--- src/rtl/bitpol_pkg.sv ---
package bitpol_pkg;
  localparam int RegW = 32;

  typedef struct packed {
    logic            doRead;
    logic            doWrite;
    logic [RegW-1:0] wrVal;
  } polStrobe_t;

  function automatic logic [RegW-1:0] liveMask(input int width);
    logic [RegW-1:0] m;
    int effW;
    effW = (width == 0) ? RegW : width;
    m = '0;
    for (int i = 0; i < RegW; i++) begin
      if (i < effW) m[i] = 1'b1;
    end
    return m;
  endfunction
endpackage

--- src/rtl/bitpol_ctrl.sv ---
module bitpol_ctrl
  import bitpol_pkg::*;
#(
  parameter logic [RegW-1:0] BAN0_MASK = 32'h00C0_0000,
  parameter logic [RegW-1:0] BAN1_MASK = 32'h0030_0000
) (
  input  logic            clk,
  input  logic            rstN,
  input  logic            wrEn,
  input  logic [RegW-1:0] wrData,
  input  logic            rdEn,
  output polStrobe_t      strobe,
  output logic            errValid,
  output logic [RegW-1:0] errMask
);
  logic [RegW-1:0] violation;

  always_comb begin
    strobe.doRead  = rdEn;
    strobe.doWrite = wrEn;
    strobe.wrVal   = wrData;
    violation      = wrEn ? ((wrData & BAN1_MASK) | (~wrData & BAN0_MASK)) : '0;
  end

  always_ff @(posedge clk) begin
    if (!rstN) begin
      errValid <= 1'b0;
      errMask  <= '0;
    end else begin
      errValid <= |violation;
      errMask  <= violation;
    end
  end
endmodule

--- src/rtl/bitpol_data.sv ---
module bitpol_data
  import bitpol_pkg::*;
#(
  parameter int              WIDTH         = 24,
  parameter logic [RegW-1:0] RESET_VAL     = 32'hA500_F005,
  parameter logic [RegW-1:0] RO_MASK       = 32'h0000_000F,
  parameter logic [RegW-1:0] W1C_MASK      = 32'h0000_00F0,
  parameter logic [RegW-1:0] SET_ONLY_MASK = 32'h0000_0F00,
  parameter logic [RegW-1:0] CLR_ONLY_MASK = 32'h0000_F000,
  parameter logic [RegW-1:0] COR_MASK      = 32'h000F_0000
) (
  input  logic            clk,
  input  logic            rstN,
  input  polStrobe_t      strobe,
  input  logic [RegW-1:0] hwSet,
  input  logic [RegW-1:0] hwClr,
  output logic [RegW-1:0] regVal
);
  localparam logic [RegW-1:0] LiveBits  = liveMask(WIDTH);
  localparam logic [RegW-1:0] HoldOnOne = RO_MASK | W1C_MASK | CLR_ONLY_MASK;
  localparam logic [RegW-1:0] HoldOnZero = RO_MASK | W1C_MASK | SET_ONLY_MASK;

  logic [RegW-1:0] nextVal;

  for (genvar gi = 0; gi < RegW; gi++) begin : g_bit
    if (LiveBits[gi] == 1'b0) begin : g_frozen
      assign nextVal[gi] = RESET_VAL[gi];
    end else begin : g_live
      logic bitNext;
      always_comb begin
        bitNext = regVal[gi];
        if (strobe.doRead && COR_MASK[gi]) bitNext = 1'b0;
        if (strobe.doWrite) begin
          if (strobe.wrVal[gi]) begin
            if (!HoldOnOne[gi]) bitNext = 1'b1;
            if (W1C_MASK[gi])   bitNext = 1'b0;
          end else begin
            if (!HoldOnZero[gi]) bitNext = 1'b0;
          end
        end
        if (hwClr[gi]) bitNext = 1'b0;
        if (hwSet[gi]) bitNext = 1'b1;
      end
      assign nextVal[gi] = bitNext;
    end
  end

  always_ff @(posedge clk) begin
    if (!rstN) regVal <= RESET_VAL;
    else       regVal <= nextVal;
  end
endmodule

--- src/rtl/bitpol_reg.sv ---
module bitpol_reg
  import bitpol_pkg::*;
#(
  parameter int              WIDTH         = 24,
  parameter logic [RegW-1:0] RESET_VAL     = 32'hA500_F005,
  parameter logic [RegW-1:0] RO_MASK       = 32'h0000_000F,
  parameter logic [RegW-1:0] W1C_MASK      = 32'h0000_00F0,
  parameter logic [RegW-1:0] SET_ONLY_MASK = 32'h0000_0F00,
  parameter logic [RegW-1:0] CLR_ONLY_MASK = 32'h0000_F000,
  parameter logic [RegW-1:0] COR_MASK      = 32'h000F_0000,
  parameter logic [RegW-1:0] BAN0_MASK     = 32'h00C0_0000,
  parameter logic [RegW-1:0] BAN1_MASK     = 32'h0030_0000
) (
  input  logic        clk,
  input  logic        rstN,
  input  logic        wrEn,
  input  logic [31:0] wrData,
  input  logic        rdEn,
  output logic [31:0] rdData,
  input  logic [31:0] hwSet,
  input  logic [31:0] hwClr,
  output logic        errValid,
  output logic [31:0] errMask
);
  polStrobe_t      strobe;
  logic [RegW-1:0] regVal;

  bitpol_ctrl #(
    .BAN0_MASK(BAN0_MASK),
    .BAN1_MASK(BAN1_MASK)
  ) i_ctrl (
    .clk(clk), .rstN(rstN), .wrEn(wrEn), .wrData(wrData), .rdEn(rdEn),
    .strobe(strobe), .errValid(errValid), .errMask(errMask)
  );

  bitpol_data #(
    .WIDTH(WIDTH), .RESET_VAL(RESET_VAL), .RO_MASK(RO_MASK),
    .W1C_MASK(W1C_MASK), .SET_ONLY_MASK(SET_ONLY_MASK),
    .CLR_ONLY_MASK(CLR_ONLY_MASK), .COR_MASK(COR_MASK)
  ) i_data (
    .clk(clk), .rstN(rstN), .strobe(strobe), .hwSet(hwSet), .hwClr(hwClr),
    .regVal(regVal)
  );

  assign rdData = regVal;
endmodule

--- config.mk ---
export PLATFORM = sky130hd
export DESIGN_NAME = bitpol_reg
export DESIGN_NICKNAME = d
export VERILOG_FILES = /design/src/rtl/bitpol_pkg.sv /design/src/rtl/bitpol_ctrl.sv /design/src/rtl/bitpol_data.sv /design/src/rtl/bitpol_reg.sv
export SDC_FILE = /design/constraint.sdc
export NUM_CORES = 1
export LEC_CHECK = 0
export ABC_AREA = 1
export BUFFER_PORTS_ARGS = -buffer_cell sky130_fd_sc_hd__buf_2
export CAP_MARGIN = 20
export CORE_MARGIN = 3
export CORE_UTILIZATION = 34
export CTS_CLUSTER_SIZE = 10
export DETAILED_ROUTE_END_ITERATION = 10
export PLACE_DENSITY_LB_ADDON = 0.08
export SLEW_MARGIN = 15
export SYNTH_ARGS = -nofsm -noshare
export SYNTH_HDL_FRONTEND = slang
export SYNTH_SLANG_ARGS = --single-unit
--- constraint.sdc ---
create_clock -name clk -period 0.9 [get_ports clk]
set_input_delay 0.135 -clock clk [delete_from_list [all_inputs] [get_ports clk]]
set_output_delay 0.135 -clock clk [all_outputs]
set_load 0.02 [all_outputs]
======== Word level (Yosys, flattened, before mapping) ========
Cells that the tools add are included.
storage, ports and cells
  register bits ........................... 65
  output and inout port bits .............. 65
  word-level logic and storage cells ...... 165
operators by class
  equal/unequal tests ..................... 4
  muxes and demuxes ....................... 82
  bitwise logic cells ..................... 3
  reduce and logical (&&, ||, !) cells .... 49
operators with widths
  kind                                           number
  2-to-1 mux 1 bit                               81
  nonzero test 3 bit                             20
  2-to-1 mux 32 bit                              1
  OR reduction 32 bit                            1
  inverter 24 bit                                1
  bitwise OR 22 x 24 -> 24 bit                   1
  AND reduction 2 bit                            12
  nonzero test 4 bit                             4
  nonzero test 2 bit                             6
  OR reduction 2 bit                             6
  != test 2 x 1 -> 1 bit, second input constant  4
  inverter 1 bit                                 1

======== Longest topological paths before layout ========
  depth after elaboration ................. 4
  mapped depth ............................ 6
  mapped depth without buffers ............ 5

======== Modules after synthesis ========
From an unflattened synthesis, not the netlist that was laid out.
unflattened totals
  cell total of the unflattened synthesis .. 241
  area, all modules ....................... 1746.7 um2
modules (own cells, without submodules)
  module       times used  cells an instance  area an instance (um2)  sequential area each (um2)
  bitpol_data  1           161                1124.8                  480.5
  bitpol_ctrl  1           80                 621.8                   100.1

======== Least setup slack after synthesis ========
No wires, ideal clock.
  kind .................................... reg2reg
  start ................................... reg i_data.regVal[22] (netlist name)
  end ..................................... reg i_data.regVal[22]
  setup time .............................. 68 ps
  arrival time ............................ 704 ps
  slack ................................... 128 ps
  cell stages (with the launch flop) ...... 5
  buffers on the path ..................... 0
  period minus slack after synthesis ...... 772 ps
  cells stage by stage .................... dfxtp_1 inv_1 nand2_1 nand3b_1 a21oi_2
RTL lines
  item                    line               source
  end signal: assignment  bitpol_data.sv:50  else regVal <= nextVal;
  end: declaration        bitpol_data.sv:17  output logic [RegW-1:0] regVal

======== Worst setup path after layout ========
  start ................................... reg i_data.regVal[17]
  end ..................................... out rdData[17]
RTL lines
  item              line              source
  end: declaration  bitpol_reg.sv:19  output logic [31:0] rdData,
No word-level cell between the ends.

==> flow_summary.yaml <==
synthesis:
  yosys_register_bits: 29
  syn-cell-area_mm2: 0.00149
  synth-compound-area-share_pct: 9.25
  yosys_warnings: 0
  seq_area_frac_synth_pct: 39.0
  yosys.area_share.adder_pct: 0
  synth_cell_types: 19
  synth.area.mux_share_pct: 0
  main_combinational_cell_family_by_area_after_synthesis: "buffers and inverters"
  synthSimpleGateAreaFrac_pct: 22.3
  synth_xor_area_share_pct: 0
  number_of_standard_cells_after_synthesis: 203
  post_synth.cell_area_avg_um2: 7.33
timing:
  finalHoldViolCount: 0
  fin_setup_tns_ns: 0
  final.period_utilization_pct: 97.2
  finalSetupViolations: 0
  final-max-slew-violation-count: 0
  timing.clock.skew_ns: 0
  final.hold.worst_slack_ns: 0.0293
  rsz0062_at_grt: "false"
  final_period_minus_worst_setup_slack_ns: 0.875
  max_freq_mhz: 1140
clock_tree:
  cts_max_level: 2
  post_cts.repair.setup_buffers: 0
  cts-root-buf: "clkbuf_8"
  cts_hold_repair.buffers: 0
  clk_pin_slew_ns: 0.06
  postCtsResizedCells: 29
  numCtsBuffers: 5
  clk_path_buf_depth: 2
  clk_latency_ns: 0.27
  cts_tree: "done"
  numClockSinks: 29
route:
  remaining_drc_errors: 0
  vias_cell: 3.96
  routed_wirelength_um: 3590
  wl_per_cell_um: 10.0
  first_iter_violations: 29
  via_count: 1419
  first_pass_iters: 4
  final_ant_viol_nets: 0
layout:
  finish.cell_count_without_fillers: 358
  final_common_cell: "buf_2"
  antennaDiodeCount: 0
  most-common-layout-cells: "buf_2 (74), conb_1 (36), nand2_1 (32)"
  final_layout_size_suffix_gt1_share_pct: 45.1
  finalNetCount: 407
  area_growth_syn_to_layout_pct: 47.6
placed_design:
  quantity_of_i_o_buffers_inserted_on_ports: 100
  globalplace.congestion: 0.707
  dp_cells: 350
  place_hpwl_um: 2890
grt:
  wire_length_of_the_first_global_routing_pass_um: 5330
  grt_max_degree: 21
  globalRouteOverflowTotal: 0
  antenna_found_initial: 0
  grt_pass1_vias: 1264
  grt_util_all_layers_pct: 13.1
setup_path:
  crit_path_max_fanout: 2
  worst_setup_end_kind: "output pin"
  setup.worst_path.class: "flop to output pin"
  register_to_register_setup_slack_ns: 0.20
  critPathRequiredTime_ns: 0.76
  series_of_cell_instances_along_the_critical_path: "buf_4"
  critical-path-top-delay-family: "flip-flops"
  worstSetupStartpointType: "flop"
  critical-path-max-stage-delay_ns: 0.32
  cp.arrival_ns: 0.74
  cp_num_buf_inv: 1
  crit_path_top_delay_cell: "dfxtp_2"
floorplanning:
  fp-row-count: 23
  io_pins: 165
  core_outline_area_mm2: 0.00412
  die_y_um: 72.1
  initial_utilization_pct: 36.2
  floorplan.die_area_mm2: 0.00520
  floorplan.die.width_um: 72.1
power_and_ir_drop:
  total_power_density_per_cell_area_mw_per_mm2: 1620
  p_leak_nw: 1.26
  irDropWorstVdd_v: 0.000680
min_path:
  hold_path.class: "input port to flop"
job:
  cap_viol_max_count: 0
outcome:
  status: "finished clean"
report_power, final:
part	internal (mW)	switching [mW]
combinational	0.333	0.443
clock	0.901	0.464
sequential	1.38	0.0437
worst register-to-register path, stage by stage, from the launching register on:
cell	delay (ns)
dfxtp_2	0.34
inv_1	0.04
nand2_1	0.05
nand3b_1	0.10
a21oi_2	0.12
Yosys cell counts, drive strengths merged:
library cell	instances	area, um^2
buf	40	307
o21ai	2	10.0
nand3b	6	45.0
o211ai	4	30.0
nor2	31	124
nand3	4	20.0
nand2	34	143
inv	32	120
conb	2	7.51
dfxtp	29	581
clkbuf	1	3.75
a21oi	18	97.6
worst paths after layout:
| kind | startpoint | end | cells after the start |
|---|---|---|---|
| worst max register to register | i_data.regVal[23]$_SDFFE_PN0P_ | i_data.regVal[23]$_SDFFE_PN0P_ | 4 |
| worst max-delay path | i_data.regVal[17]$_SDFFE_PN0P_ | rdData[17] | 1 |
| worst min register to register | i_data.regVal[0]$_SDFFE_PP1P_ | i_data.regVal[0]$_SDFFE_PP1P_ | 2 |
| worst min-delay path | hwClr[0] | i_data.regVal[0]$_SDFFE_PP1P_ | 2 |
kinds of logic (layout without fill, tap and decap cells):
group,Yosys count,count (layout)
AOI/OAI and AO/OA,24,24
buffers and inverters,73,144
DFF,29,29
other,2,36
and+or+nand+nor,75,75
per-stage QoR:
stage / util (%) / total power, mW / area, um^2 / setup WS (ns)
2_1_floorplan: - / 1.97 / 1620 / 0.128
3_3_place_gp: 46.7 / 2.13 / 1920 / 0.0324
3_5_place_dp: 46.7 / 2.13 / 1920 / -0.0111
4_1_cts: 51.3 / 3.56 / 2110 / 0.000184
5_1_grt: 53.4 / 3.74 / 2200 / 0.000778
6_report: 53.4 / 3.56 / 2200 / 0.0254
registers in the layout (all words and copies together), names as in the netlist:
name             cells
i_ctrl.errValid      1
i_ctrl.errMask       4
i_data.regVal       24
area by class of cell:
| type | count | area (um^2) |
|---|---|---|
| clock buffer | 7 | 86.3 |
| clock inverter | 1 | 30.0 |
| fill | 415 | 1920 |
| inverter | 32 | 120 |
| multi-input combinational | 135 | 604 |
| sequential | 29 | 608 |
| tap | 50 | 62.6 |
| timing repair buffer | 104 | 684 |
metal layers:
layer	GRT usage, %	share of wire, %	up-vias
li1	-	-	750
met5	0	0	-
met1	14.7	36	600
met4	5.85	0.95	0
met3	4.57	11	4
met2	22.2	52	65
Power figures use the tool's default switching activity.
